`src/rtl/wg_pkg.sv`:
```
`timescale 1ns/1ps
package wg_pkg;

  // Strobes that pass through the width filter, in vector order.
  typedef enum int unsigned {
    STB_CE = 0,
    STB_WE = 1
  } wg_stb_e;

  localparam int unsigned WG_NUM_STB = 2;

  // Width of a saturating run counter that must reach 'limit'.
  function automatic int unsigned wg_cnt_w(input int unsigned limit);
    if (limit < 2) return 1;
    return $clog2(limit + 1);
  endfunction

endpackage

```
`src/rtl/wg_holdoff_timer.sv`:
```
`timescale 1ns/1ps
module wg_holdoff_timer
  import wg_pkg::*;
#(
  parameter int unsigned HOLDOFF_CYC = 1_000_000
) (
  input  logic clk,
  input  logic rst_n,
  input  logic supply_ok,
  output logic ready_nxt,
  output logic ready_q
);

  localparam int unsigned CW = wg_cnt_w(HOLDOFF_CYC);
  localparam logic [CW-1:0] LIM = CW'(HOLDOFF_CYC);

  logic [CW-1:0] run_q;
  logic [CW-1:0] run_d;

  // Saturating count of consecutive good-supply samples.
  function automatic logic [CW-1:0] good_run_next(input logic [CW-1:0] cur,
                                                  input logic live);
    if (!live) return '0;
    if (cur == LIM) return cur;
    return cur + 1'b1;
  endfunction

  always_comb begin
    run_d     = good_run_next(run_q, supply_ok);
    ready_nxt = (run_d == LIM);
  end

  always_ff @(posedge clk or negedge rst_n) begin
    if (!rst_n) begin
      run_q   <= '0;
      ready_q <= 1'b0;
    end else begin
      run_q   <= run_d;
      ready_q <= ready_nxt;
    end
  end

  initial assert (HOLDOFF_CYC >= 1) else $error("HOLDOFF_CYC must be at least 1");

  // a bad supply sample clears the hold-off status
  assert_holdoff_clear_R6: assert property (@(posedge clk) disable iff (!rst_n)
    !supply_ok |=> !ready_q);

  // the hold-off only completes on a good supply sample
  assert_holdoff_rise_R2: assert property (@(posedge clk) disable iff (!rst_n)
    $rose(ready_q) |-> $past(supply_ok));

endmodule

```
`src/rtl/wg_strobe_filter.sv`:
```
`timescale 1ns/1ps
module wg_strobe_filter
  import wg_pkg::*;
#(
  parameter int unsigned MIN_LOW_CYC = 3
) (
  input  logic clk,
  input  logic rst_n,
  input  logic raw_n,
  output logic asserted_nxt,
  output logic filt_n
);

  localparam int unsigned CW = wg_cnt_w(MIN_LOW_CYC);
  localparam logic [CW-1:0] LIM = CW'(MIN_LOW_CYC);

  logic [CW-1:0] low_run_q;
  logic [CW-1:0] low_run_d;

  // Saturating count of consecutive low samples of the raw strobe.
  function automatic logic [CW-1:0] low_run_next(input logic [CW-1:0] cur,
                                                 input logic is_low);
    if (!is_low) return '0;
    if (cur == LIM) return cur;
    return cur + 1'b1;
  endfunction

  always_comb begin
    low_run_d    = low_run_next(low_run_q, !raw_n);
    asserted_nxt = (low_run_d == LIM);
  end

  always_ff @(posedge clk or negedge rst_n) begin
    if (!rst_n) begin
      low_run_q <= '0;
      filt_n    <= 1'b1;
    end else begin
      low_run_q <= low_run_d;
      filt_n    <= !asserted_nxt;
    end
  end

  initial assert (MIN_LOW_CYC >= 1) else $error("MIN_LOW_CYC must be at least 1");

  // a high raw sample releases the filtered strobe on that edge
  assert_release_R4: assert property (@(posedge clk) disable iff (!rst_n)
    raw_n |=> filt_n);

  // the filtered strobe only falls on a low raw sample
  assert_no_early_R5: assert property (@(posedge clk) disable iff (!rst_n)
    $fell(filt_n) |-> !$past(raw_n));

endmodule

```
`src/rtl/wg_permit_gate.sv`:
```
`timescale 1ns/1ps
module wg_permit_gate (
  input  logic clk,
  input  logic rst_n,
  input  logic supply_ok,
  input  logic holdoff_ok_nxt,
  input  logic oe_n_raw,
  input  logic ce_ok_nxt,
  input  logic we_ok_nxt,
  output logic permit_q
);

  logic permit_d;

  // All inhibits must be clear at the same edge.
  function automatic logic permit_rule(input logic sup, input logic hold,
                                       input logic oe_n, input logic ce,
                                       input logic we);
    return sup & hold & oe_n & ce & we;
  endfunction

  always_comb permit_d = permit_rule(supply_ok, holdoff_ok_nxt, oe_n_raw,
                                     ce_ok_nxt, we_ok_nxt);

  always_ff @(posedge clk or negedge rst_n) begin
    if (!rst_n) permit_q <= 1'b0;
    else        permit_q <= permit_d;
  end

  // a bad supply sample removes the permit on that edge
  assert_supply_drop_R1: assert property (@(posedge clk) disable iff (!rst_n)
    !supply_ok |=> !permit_q);

  // output enable low blocks the permit
  assert_oe_inhibit_R3: assert property (@(posedge clk) disable iff (!rst_n)
    !oe_n_raw |=> !permit_q);

endmodule

```
`src/rtl/write_guard.sv`:
```
`timescale 1ns/1ps
module write_guard
  import wg_pkg::*;
#(
  parameter int unsigned HOLDOFF_CYC = 1_000_000,
  parameter int unsigned MIN_LOW_CYC = 3
) (
  input  logic clk,
  input  logic rst_n,
  input  logic supply_ok,
  input  logic ce_n_raw,
  input  logic we_n_raw,
  input  logic oe_n_raw,
  output logic ce_filt_n,
  output logic we_filt_n,
  output logic write_permit
);

  logic                  holdoff_ok_nxt;
  logic                  holdoff_ready;
  logic [WG_NUM_STB-1:0] stb_raw_n;
  logic [WG_NUM_STB-1:0] stb_ok_nxt;
  logic [WG_NUM_STB-1:0] stb_filt_n;

  assign stb_raw_n[STB_CE] = ce_n_raw;
  assign stb_raw_n[STB_WE] = we_n_raw;

  wg_holdoff_timer #(
    .HOLDOFF_CYC (HOLDOFF_CYC)
  ) u_holdoff (
    .clk       (clk),
    .rst_n     (rst_n),
    .supply_ok (supply_ok),
    .ready_nxt (holdoff_ok_nxt),
    .ready_q   (holdoff_ready)
  );

  for (genvar gi = 0; gi < WG_NUM_STB; gi++) begin : g_flt
    wg_strobe_filter #(
      .MIN_LOW_CYC (MIN_LOW_CYC)
    ) u_flt (
      .clk          (clk),
      .rst_n        (rst_n),
      .raw_n        (stb_raw_n[gi]),
      .asserted_nxt (stb_ok_nxt[gi]),
      .filt_n       (stb_filt_n[gi])
    );
  end

  wg_permit_gate u_gate (
    .clk            (clk),
    .rst_n          (rst_n),
    .supply_ok      (supply_ok),
    .holdoff_ok_nxt (holdoff_ok_nxt),
    .oe_n_raw       (oe_n_raw),
    .ce_ok_nxt      (stb_ok_nxt[STB_CE]),
    .we_ok_nxt      (stb_ok_nxt[STB_WE]),
    .permit_q       (write_permit)
  );

  assign ce_filt_n = stb_filt_n[STB_CE];
  assign we_filt_n = stb_filt_n[STB_WE];

  // a permit implies both filtered strobes are asserted
  assert_permit_strobes_R8: assert property (@(posedge clk) disable iff (!rst_n)
    write_permit |-> (!ce_filt_n && !we_filt_n));

  // a permit implies the hold-off has completed
  assert_permit_holdoff_R2: assert property (@(posedge clk) disable iff (!rst_n)
    write_permit |-> holdoff_ready);

  // a high raw write enable removes the permit on that edge
  assert_we_inhibit_R4: assert property (@(posedge clk) disable iff (!rst_n)
    we_n_raw |=> !write_permit);

endmodule

```
`config.mk`:
```
export PLATFORM = sky130hd
export DESIGN_NAME = write_guard
export DESIGN_NICKNAME = d
export VERILOG_FILES = /design/src/rtl/wg_pkg.sv /design/src/rtl/wg_holdoff_timer.sv /design/src/rtl/wg_strobe_filter.sv /design/src/rtl/wg_permit_gate.sv /design/src/rtl/write_guard.sv
export SDC_FILE = /design/constraint.sdc
export NUM_CORES = 1
export LEC_CHECK = 0
export BUFFER_PORTS_ARGS = -buffer_cell sky130_fd_sc_hd__buf_2
export CAP_MARGIN = 20
export CELL_PAD_IN_SITES_DETAIL_PLACEMENT = 1
export CELL_PAD_IN_SITES_GLOBAL_PLACEMENT = 2
export CORE_MARGIN = 10
export CORE_UTILIZATION = 35
export DETAILED_ROUTE_END_ITERATION = 10
export GPL_ROUTABILITY_DRIVEN = 0
export PLACE_DENSITY = 0.84
export SLEW_MARGIN = 20
export SYNTH_ARGS = -nofsm -noshare
export SYNTH_HDL_FRONTEND = slang
export SYNTH_SLANG_ARGS = --single-unit
```
`constraint.sdc`:
```
create_clock -name clk -period 3.97 [get_ports clk]
set_input_delay 0.794 -clock clk [delete_from_list [all_inputs] [get_ports clk]]
set_output_delay 0.794 -clock clk [all_outputs]
set_load 0.02 [all_outputs]
```
==> summary.txt, run 1 <==
Outcome
  • Status: finished clean

Worst setup path
  • WS Path Type: reg2reg
  • Req. time, crit path: 4.15 ns
  • Crit path launch type: register
  • Worst Path Arrival: 2.63 ns
  • Worst setup EP type: register
  • Critical path peak fanout: 7

Yosys
  • Cell variety after synth: 36
  • Synthesized netlist cell count: 154
  • Post-synthesis sequential area ratio: 0.457
  • Synth Area per Inst: 9.63 um^2
  • Yosys warns: 0
  • Yosys reg bits: 27
  • Post-Syn Nets: 162
  • Mapped Area: 0.00148 mm^2

Clocking
  • Total CTS buffers: 3
  • Clk slew on worst S/H paths: 0.10 ns
  • Postcts setup bufs: 0
  • Post-CTS Resized: 0
  • Clock tree buffer depth: 2
  • CTS tree: done
  • Clock Latency Late Sink: 0.27 ns
  • H-tree Lvls: 1
  • CTS Hold Bufs: 0
  • Sink Count: 27
  • Clock root buffer: clkbuf_8

STA
  • Worst slew margin: 0.554
  • Worst Tran Pin Value: 0.664 ns
  • Unrepaired setup endpoints after global routing: false
  • Endpoints failing hold: 0
  • Min Hold Slack: 0.448 ns
  • Tcrit/Tclk final: 0.618
  • FMAX: 0.408 GHz
  • TNS Setup: 0 ns
  • Slew Limit Fails: 0
  • Setup WS post-layout: 1.52 ns
  • Final setup violation count: 0
  • Min Tclk post-route: 2.45 ns
  • Clk_skew: 0.00899 ns

Floorplan
  • Core area: 0.00406 mm^2
  • Die Y: 85.1 um
  • Die width: 85.1 um
  • Die outline area: 0.00724 mm^2
  • Initial Utilization: 0.365
  • I/O pin total: 9
  • Placement Rows: 23

Routing
  • DRT iter0 DRCs: 88
  • Wire length per cell: 16.4 um
  • Vias per std cell: 5.36
  • DR pass1 iterations: 4
  • Wirelength, routed: 3450 um
  • DRC viols: 0
  • Post-route ant nets: 0
  • Via count: 1125

Placement
  • Buffers on Ports: 8
  • DP Wirelength: 2600 um
  • Pre-CTS setup slack: 1.61 ns
  • DP Area: 0.00156 mm^2

Finish
  • ANT cells: 0
  • Fraction of layout cells with a size suffix above 1: 0.119
  • Fill cells: 463
  • Fin area: 0.00161 mm^2
  • Syn-to-layout area delta: 8.44%
  • Final net count: 169

Hold path
  • Hold Path Class: reg2reg

Global routing
  • Global-route wire length before repair: 6150 um
  • All-layer global routing usage: 0.100
  • Vias in the first global route: 1244
  • Initial antenna violation count: 0
  • Largest net degree at the start of global routing: 28
  • GR Overflow Total: 0

Power
  • Power density over the cells: 298 mW/mm^2
  • Final Total Pwr: 479 uW
  • Leak: 0.670 nW
  • Max IR drop VDD: 128 uV

Flow run
  • Max-Cap Viols: 0
## per-stage QoR
stage          std cells  utilization
2_1_floorplan        154            -
4_1_cts              210        0.396
5_1_grt              210        0.396
6_report             210        0.396
3_5_place_dp         206        0.384
3_3_place_gp         206        0.384
## critical path, cell delays in order, from the launching register on
cell and delay, ns:
dfrtp_1 0.50, ha_1 0.28, nand2_1 0.13, nor4_1 0.34, xor2_1 0.16, and2_1 0.17
or4b_1 0.50, nor4_2 0.27
## flip-flops by register name, summed over array words and instances, names as in the netlist
name / cells
g_flt.u_flt.filt_n: 2
g_flt.u_flt.low_run_q: 4
u_holdoff.run_q: 20
u_gate.permit_q: 1
## cell type report
type                       instances  area (um^2)  area share
tap                               50         62.6      0.0389
inverter                           6         22.5      0.0140
clock buffer                       3         41.3      0.0257
multi-input combinational        115          756       0.470
sequential                        27          678       0.422
clock inverter                     1         7.51     0.00467
timing repair buffer               8         40.0      0.0249
## power by group
group	internal (mW)	total, mW	switching, mW	leakage, nW
clock	0.0712	0.158	0.0872	0.0217
combinational	0.0110	0.0308	0.0198	0.286
sequential	0.282	0.290	0.00748	0.362
total	0.365	0.479	0.114	0.670
## worst paths after layout
kind | from | to | slack (ns) | depth (start not counted)
worst min register to register | g_flt[0].u_flt.low_run_q[0] | g_flt[0].u_flt.low_run_q[0] | 0.45 | 1
min in group asynchronous | rst_n | u_holdoff.run_q[13] | 0.52 | 1
worst max-delay path | u_holdoff.run_q[0] | u_gate.permit_q | 1.52 | 7
worst max register to register | u_holdoff.run_q[0] | u_gate.permit_q | 1.52 | 7
max in group asynchronous | rst_n | u_gate.permit_q | 3.05 | 1
worst min-delay path | g_flt[0].u_flt.low_run_q[0] | g_flt[0].u_flt.low_run_q[0] | 0.45 | 1
## synth_stat cells
cell type	number	area (um^2)
or4_4	1	11.3
ha_1	2	25.0
clkbuf_1	3	11.3
a21boi_0	1	7.51
o22ai_1	1	6.26
or4b_1	1	10.0
o2111ai_1	1	8.76
nor4bb_1	1	10.0
a21boi_2	1	11.3
nor4b_1	1	8.76
inv_1	6	22.5
nor4_1	5	31.3
and2_1	13	81.3
and3_1	2	12.5
dfstp_2	2	52.6
a31oi_1	1	6.26
and4_1	1	8.76
a21oi_1	2	10.0
nor2b_1	5	31.3
nor4_2	1	12.5
xnor2_1	10	87.6
o21ai_1	1	5.00
nor2_1	13	48.8
o31ai_1	2	15.0
or3_4	1	11.3
nand2_1	10	37.5
mux2i_1	2	20.0
nand4_2	1	12.5
xor2_1	9	78.8
nor3_1	4	20.0
nand4_1	5	31.3
nand2b_1	5	31.3
nand3_1	11	55.1
buf_2	3	15.0
dfrtp_1	25	626
nand4b_1	1	8.76
## routing by layer
metal	vias up	track usage	part of all wire
met4	0	0.0314	0.0055
met2	12	0.159	0.47
li1	539	-	-
met3	2	0.0220	0.029
met1	572	0.131	0.50
met5	-	0	0
## cell usage in the layout, fill, tap and decap left out, drive strengths merged, types with 4 or more instances in the layout
cell type	count
and2	13
buf	8
dfrtp	25
inv	6
nand2	10
nand2b	5
nand3	11
nand4	6
nor2	13
nor2b	5
nor3	4
nor4	6
xnor2	10
xor2	9
## cells by family (layout without fill, tap and decap cells)
family,count (synthesis),in the layout,synth area share
adder cells (fa/ha/maj),2,2,0.0169
multiplexers,2,2,0.0135
XOR/XNOR,19,19,0.112
AND/OR/NAND/NOR,82,82,0.320
flip-flops,27,27,0.457
AO/OA/AOI/OAI,10,10,0.0473
buffers and inverters,12,18,0.0329
Power figures use the tool's default switching activity.
==> run 2: changes to the inputs <==
--- a/config.mk
+++ b/config.mk
@@ -10,10 +10,10 @@
 export CELL_PAD_IN_SITES_DETAIL_PLACEMENT = 1
 export CELL_PAD_IN_SITES_GLOBAL_PLACEMENT = 2
 export CORE_MARGIN = 10
-export CORE_UTILIZATION = 35
+export CORE_UTILIZATION = 34
 export DETAILED_ROUTE_END_ITERATION = 10
 export GPL_ROUTABILITY_DRIVEN = 0
-export PLACE_DENSITY = 0.84
+export PLACE_DENSITY = 0.85
 export SLEW_MARGIN = 20
 export SYNTH_ARGS = -nofsm -noshare
 export SYNTH_HDL_FRONTEND = slang
==> constraint.sdc (replaced) <==
create_clock -name clk -period 2.1 [get_ports clk]
set_input_delay 0.42 -clock clk [delete_from_list [all_inputs] [get_ports clk]]
set_output_delay 0.42 -clock clk [all_outputs]
set_load 0.02 [all_outputs]
==> run 2 against run 1 <==
Compared with the run above:
- via count rose by 11%
- cell count is 13% higher
- largest cell class unchanged
- sequential power rose by 87%
- clock power rose by 95%
- non-clock buffer count grew 28
- register-to-register slack worse by 1.4 ns
- flip-flop and latch count stayed put
- clock skew decreased by 0.0055 ns
- maximum frequency rose by 21%
- combinational power grew to 2.6 times the previous value
- final area is 17% higher
- sequential share of layout area shrank 5.8 points
==> summary.txt, run 2 (same netlist as run 1, synthesis figures left out) <==
Worst setup path
  • Critical path peak fanout: 3 (-4)
  • Worst Reg-to-Reg Cells: 7 (unchanged)
  • Crit path launch type: register
  • Req. time, crit path: 2.29 ns (-1.86 ns)
  • Worst Path Arrival: 2.21 ns (-0.42 ns)
  • Worst flop-to-flop path endpoint: u_gate.permit_q
  • CP cell instances: buf_4, nand2_1, or3_4, or4_4, a21boi_2, o21ai_2, nor4_2
  • Crit-path max cell delay: 0.49 ns (about the same)
  • Reg2Reg Launch Point: u_holdoff.run_q[11]
  • WS Path Type: reg2reg
  • Slowest CP cell: or4_4
  • Worst reg-to-reg setup slack: 0.08 ns (-1.44 ns)
  • Worst setup EP type: register

Power
  • Clock share of power: 0.331 (about the same)
  • Max IR drop VDD: 256 uV (+100%)
  • Share of power burned in combinational logic: 0.087 (+0.023)
  • Power density over the cells: 497 mW/mm^2 (+67%)
  • Sw frac: 0.248 (+0.00872)
  • P_sw: 231 uW (+100%)
  • Reg power frac: 0.583 (-0.022)
  • Final Total Pwr: 932 uW (+95%)
  • Cell-internal power: 701 uW (+92%)
  • Leak: 0.835 nW (+25%)

Finish
  • Multi-input logic area: 803 um^2 (+6.3%)
  • Fill cells: 480 (+3.7%)
  • Syn-to-layout area delta: 26.6%
  • Max reg flops: 20 (unchanged)
  • Largest Register: u_holdoff.run_q
  • Most common cell after layout, fill and taps aside: buf_4
  • Fraction of layout cells with a size suffix above 1: 0.319 (+0.200)
  • Final net count: 197 (+17%)
  • Most frequent cells in the layout: buf_4, dfrtp_1, and2_1, nor2_1, nand3_1
  • Final Util: 0.456 (+0.0598)
  • Largest regs: u_holdoff.run_q (20), g_flt.u_flt.low_run_q (4), g_flt.u_flt.filt_n (2)
  • Reg area: 682 um^2 (+0.55%)
  • ANT cells: 0 (unchanged)

Global routing
  • Initial antenna violation count: 0 (unchanged)
  • Largest net degree at the start of global routing: 28 (unchanged)
  • Vias in the first global route: 1393 (+12%)
  • All-layer global routing usage: 0.113 (+0.0128)
  • GR Overflow Total: 0 (unchanged)
  • Global-route wire length before repair: 6950 um (+13%)

STA
  • Endpoints failing hold: 0 (unchanged)
  • Final setup violation count: 0 (unchanged)
  • Min Tclk post-route: 2.02 ns (-0.431 ns)
  • Unrepaired setup endpoints after global routing: false
  • Worst Tran Pin Value: 0.641 ns (-0.0228 ns)
  • Worst slew margin: 0.573 (+0.0186)
  • FMAX: 0.495 GHz (+21%)
  • Tcrit/Tclk final: 0.962 (+0.345)
  • Clk_skew: 0.00346 ns (-0.00553 ns)
  • TNS Setup: 0 ns (unchanged)
  • Slew Limit Fails: 0 (unchanged)

Routing
  • Wirelength, routed: 4150 um (+20%)
  • DRT iter0 DRCs: 60 (-32%)
  • DR pass1 iterations: 4 (unchanged)
  • Vias per std cell: 5.25 (-2.0%)
  • DRC viols: 0 (unchanged)
  • Via count: 1249 (+11%)
  • Wire length per cell: 17.4 um (+6.0%)
  • Post-route ant nets: 0 (unchanged)

Clocking
  • Clk slew on worst S/H paths: 0.10 ns (about the same)
  • Clock Latency Late Sink: 0.28 ns (about the same)
  • Sink Count: 27 (unchanged)
  • CTS Hold Bufs: 0 (unchanged)
  • H-tree Lvls: 1 (unchanged)
  • Clock tree buffer depth: 2 (unchanged)
  • Clock root buffer: clkbuf_8
  • CTS tree: done
  • Total CTS buffers: 3 (unchanged)

Floorplan
  • Die outline area: 0.00740 mm^2 (+2.2%)
  • Initial Utilization: 0.360 (-0.00511)
  • I/O pin total: 9 (unchanged)
  • Placement Rows: 23 (unchanged)
  • Core area: 0.00412 mm^2 (+1.4%)
  • Die Y: 86.0 um (+1.1%)
  • Die width: 86.0 um (+1.1%)

Hold path
  • Hold Path Class: in2async

Placement
  • DP Wirelength: 2970 um (+14%)
  • Buffers on Ports: 8 (unchanged)

Flow run
  • Max-Cap Viols: 0 (unchanged)

Outcome
  • Status: finished clean
[run 2: cell types whose count changed in the layout (fill, tap and decap cells not counted), sizes merged]
cell  change
buf      +28
[run 2: power by group through the flow]
stage / clock [mW] / sequential (mW) / combinational (mW)
floorplan: 0 / 0.558 / 0.0295
global placement: 0 / 0.552 / 0.0712
detailed placement: 0 / 0.554 / 0.0761
CTS: 0.325 / 0.543 / 0.0803
global route: 0.348 / 0.545 / 0.0932
finish: 0.308 / 0.543 / 0.0810
[run 2: how the worst max path moves through the flow]
stage | from | to | slack [ns] | cells after the start
6_report | u_holdoff.run_q[11] | u_gate.permit_q | 0.08 | 7
5_1_grt | u_holdoff.run_q[15] | u_gate.permit_q | 0.004 | 6
4_1_cts | u_holdoff.run_q[10] | u_gate.permit_q | 0.008 | 6
3_5_place_dp | u_holdoff.run_q[4] | u_gate.permit_q | -0.05 | 5
3_3_place_gp | u_holdoff.run_q[3] | u_gate.permit_q | 0.05 | 7
2_1_floorplan | u_holdoff.run_q[9] | u_gate.permit_q | 0.01 | 7
[run 2: routing by layer]
layer / vias to the layer above / share of wire / GRT usage
met1: 636 / 0.47 / 0.150
met2: 13 / 0.49 / 0.182
li1: 596 / - / -
met3: 4 / 0.024 / 0.0170
met5: - / 0 / 0
met4: 0 / 0.0080 / 0.0359
[run 2: final cells by class]
class,count,area share
inverter,6,0.0120
clock buffer,3,0.0220
multi-input combinational,115,0.428
clock inverter,1,0.00400
timing repair buffer,36,0.137
sequential,27,0.363
tap,50,0.0333
[run 2: through the flow]
step	setup slack [ns]	instances	hold WS (ns)	area, um^2
after global routing	0.00411	238	0.190	1880
after detailed placement	-0.0484	226	0.447	1720
final	0.0791	238	0.155	1880
after floorplan	0.00973	154	0.124	1490
after global placement	0.0488	226	0.426	1720
after CTS	0.00814	232	0.164	1800
[run 2: critical path: cells and delay by family (launching register included)]
kind | cells | cell delay (ns)
simple gates | 4 | 1.20
compound gates | 2 | 0.27
buf+inv | 1 | 0.11
flops | 1 | 0.37
[run 2: what timing repair did]
item / in CTS / in global routing
pin swaps: 1 / 9
endpoints found under the setup margin: 1 / 2
setup buffers: 2 / 7
gates resized for setup: 5 / 10
==> run 3: changes to the inputs <==
--- a/config.mk
+++ b/config.mk
@@ -8,12 +8,12 @@
 export BUFFER_PORTS_ARGS = -buffer_cell sky130_fd_sc_hd__buf_2
 export CAP_MARGIN = 20
 export CELL_PAD_IN_SITES_DETAIL_PLACEMENT = 1
-export CELL_PAD_IN_SITES_GLOBAL_PLACEMENT = 2
+export CELL_PAD_IN_SITES_GLOBAL_PLACEMENT = 1
 export CORE_MARGIN = 10
-export CORE_UTILIZATION = 34
+export CORE_UTILIZATION = 35
 export DETAILED_ROUTE_END_ITERATION = 10
 export GPL_ROUTABILITY_DRIVEN = 0
-export PLACE_DENSITY = 0.85
+export PLACE_DENSITY = 0.76
 export SLEW_MARGIN = 20
 export SYNTH_ARGS = -nofsm -noshare
 export SYNTH_HDL_FRONTEND = slang
==> run 3 against run 2 <==
Compared with the run above:
- non-clock buffer count grew 8
- sequential power is essentially flat
- die area decreased by 2.2%
- critical path type unchanged
- register-to-register slack worse by 0.05 ns
- clock power shrank 2%
- global-route usage is 1.0 points higher
==> summary.txt, run 3 (same netlist as run 1, synthesis figures left out) <==
Outcome
  • Status: finished clean

STA
  • Setup WS post-layout: 0.0319 ns (-0.0472 ns)
  • Slew Limit Fails: 0 (unchanged)
  • FMAX: 0.484 GHz (-2.3%)
  • Tcrit/Tclk final: 0.985 (+0.0225)
  • Clk_skew: 0.00600 ns (+0.00254 ns)
  • TNS Setup: 0 ns (unchanged)
  • Worst Tran Pin Value: 0.596 ns (-0.0446 ns)
  • Unrepaired setup endpoints after global routing: true
  • Worst slew margin: 0.602 (+0.0297)
  • Min Tclk post-route: 2.07 ns (+0.0472 ns)
  • Final setup violation count: 0 (unchanged)
  • Endpoints failing hold: 0 (unchanged)
  • Min Hold Slack: 0.136 ns (-0.0185 ns)

Clocking
  • Total CTS buffers: 3 (unchanged)
  • H-tree Lvls: 1 (unchanged)
  • Clock Latency Late Sink: 0.28 ns (about the same)
  • CTS tree: done
  • Clock tree buffer depth: 2 (unchanged)
  • CTS Hold Bufs: 0 (unchanged)
  • Clk slew on worst S/H paths: 0.10 ns (about the same)
  • Sink Count: 27 (unchanged)
  • Clock root buffer: clkbuf_8

Routing
  • Via count: 1350 (+8.1%)
  • DR pass1 iterations: 4 (unchanged)
  • DRT iter0 DRCs: 76 (+27%)
  • Wirelength, routed: 4680 um (+13%)
  • Post-route ant nets: 0 (unchanged)
  • Highest metal used: met4
  • DRC viols: 0 (unchanged)
  • Vias per std cell: 5.49 (+4.6%)
  • WL met3: 252 um (+150%)
  • Wire length per cell: 19.0 um (+9.2%)
  • Met1 Routed Length: 1870 um (-4.9%)
  • WL met2: 2450 um (+19%)

Hold path
  • Hold Path Class: in2async

Worst setup path
  • WS Path Type: reg2reg
  • Worst Path Arrival: 2.26 ns (+0.05 ns)
  • Crit path launch type: register
  • Crit-path max cell delay: 0.49 ns (about the same)
  • Critical path peak fanout: 5 (+2)
  • Top delay family on crit path: simple AND/OR/NAND/NOR gates
  • CP cell instances: nand4_1, or3_4, or4_4, a21boi_2, o21ai_2, nor4_2
  • Slowest CP cell: or4_4
  • Req. time, crit path: 2.29 ns (about the same)
  • Worst setup EP type: register
  • Buf+Inv Stages, Crit Path: 0 (-1)

Finish
  • Most common cell after layout, fill and taps aside: buf_4
  • Max reg flops: 20 (unchanged)
  • Syn-to-layout area delta: 33.4%
  • Reg area: 683 um^2 (+0.18%)
  • Largest regs: u_holdoff.run_q (20), g_flt.u_flt.low_run_q (4), g_flt.u_flt.filt_n (2)
  • Fin area: 0.00198 mm^2 (+5.4%)
  • ANT cells: 0 (unchanged)
  • Multi-input logic area: 851 um^2 (+5.9%)
  • Finished Layout Cells: 246 (+3.4%)
  • Largest Register: u_holdoff.run_q
  • Final net count: 205 (+4.1%)
  • Fraction of layout cells with a size suffix above 1: 0.372 (+0.0533)
  • Fill cells: 473 (-1.5%)
  • Most frequent cells in the layout: buf_4, dfrtp_1, and2_1, nor2_1, xnor2_1

Global routing
  • All-layer global routing usage: 0.123 (+0.00999)
  • GR Overflow Total: 0 (unchanged)
  • Global-route wire length before repair: 7300 um (+5.1%)
  • Largest net degree at the start of global routing: 28 (unchanged)
  • Vias in the first global route: 1450 (+4.1%)
  • Initial antenna violation count: 0 (unchanged)

Placement
  • Placed cell count: 223 (-1.3%)
  • DP Area: 0.00169 mm^2 (-1.3%)
  • Buffers on Ports: 8 (unchanged)
  • DP Wirelength: 3090 um (+3.8%)
  • Pre-CTS setup slack: -0.138 ns (-0.0900 ns)

Power
  • Leak: 0.877 nW (+5.0%)
  • Max IR drop VDD: 297 uV (+16%)
  • Power density over the cells: 474 mW/mm^2 (-4.6%)

Floorplan
  • Core area: 0.00406 mm^2 (-1.4%)
  • Die Y: 85.1 um (-1.1%)
  • I/O pin total: 9 (unchanged)
  • Die outline area: 0.00724 mm^2 (-2.2%)
  • Die width: 85.1 um (-1.1%)
  • Placement Rows: 23 (unchanged)
  • Initial Utilization: 0.365 (+0.00511)

Flow run
  • Max-Cap Viols: 0 (unchanged)
==> run 3: power breakdown <==
group | internal (mW) | leakage [nW] | total (mW) | switching [mW]
Clock | 0.135 | 0.0217 | 0.303 | 0.168
Sequential | 0.534 | 0.356 | 0.545 | 0.0108
Combinational | 0.0363 | 0.500 | 0.0900 | 0.0536
==> run 3: final timing paths <==
kind	from	to	slack, ns	cells past startpoint
min	rst_n	g_flt[0].u_flt.low_run_q[1]	0.14	1
min reg2reg	g_flt[1].u_flt.low_run_q[0]	g_flt[1].u_flt.low_run_q[0]	0.45	1
min in group clk	we_n_raw	g_flt[1].u_flt.low_run_q[0]	0.31	2
max in group asynchronous	rst_n	u_holdoff.run_q[11]	1.54	1
max reg2reg	u_holdoff.run_q[12]	u_gate.permit_q	0.03	6
max	u_holdoff.run_q[12]	u_gate.permit_q	0.03	6
==> run 3: what timing repair did <==
item | 4_1_cts | 5_1_grt
setup endpoints to repair | 1 | 3
buffers inserted | 4 | 15
pin swaps | 4 | 12
resized for setup | 13 | 9
==> run 3: through the flow <==
step / utilization / total power, mW
floorplan: - / 0.587
global placement: 0.417 / 0.623
detailed placement: 0.417 / 0.631
CTS: 0.452 / 0.950
global route: 0.488 / 0.988
finish: 0.488 / 0.938
==> run 3: layout make-up <==
type	instances	share of cell area
well taps	50	0.0316
clock inverters	1	0.00380
flip-flops and latches	27	0.345
multi-input cells	115	0.430
repair buffers	44	0.157
clock buffers	3	0.0209
inverters	6	0.0114
==> run 3: metal layers <==
metal,up-vias,GRT usage
met5,-,0
met4,0,0.0389
met3,13,0.0411
met2,30,0.218
met1,691,0.134
li1,616,-
==> run 3: worst register-to-register path: cells and delay by family, from the launching register on <==
family / cells / cell delay, ns
AOI/OAI and AO/OA: 2 / 0.27
DFF: 1 / 0.45
and+or+nand+nor: 4 / 1.25
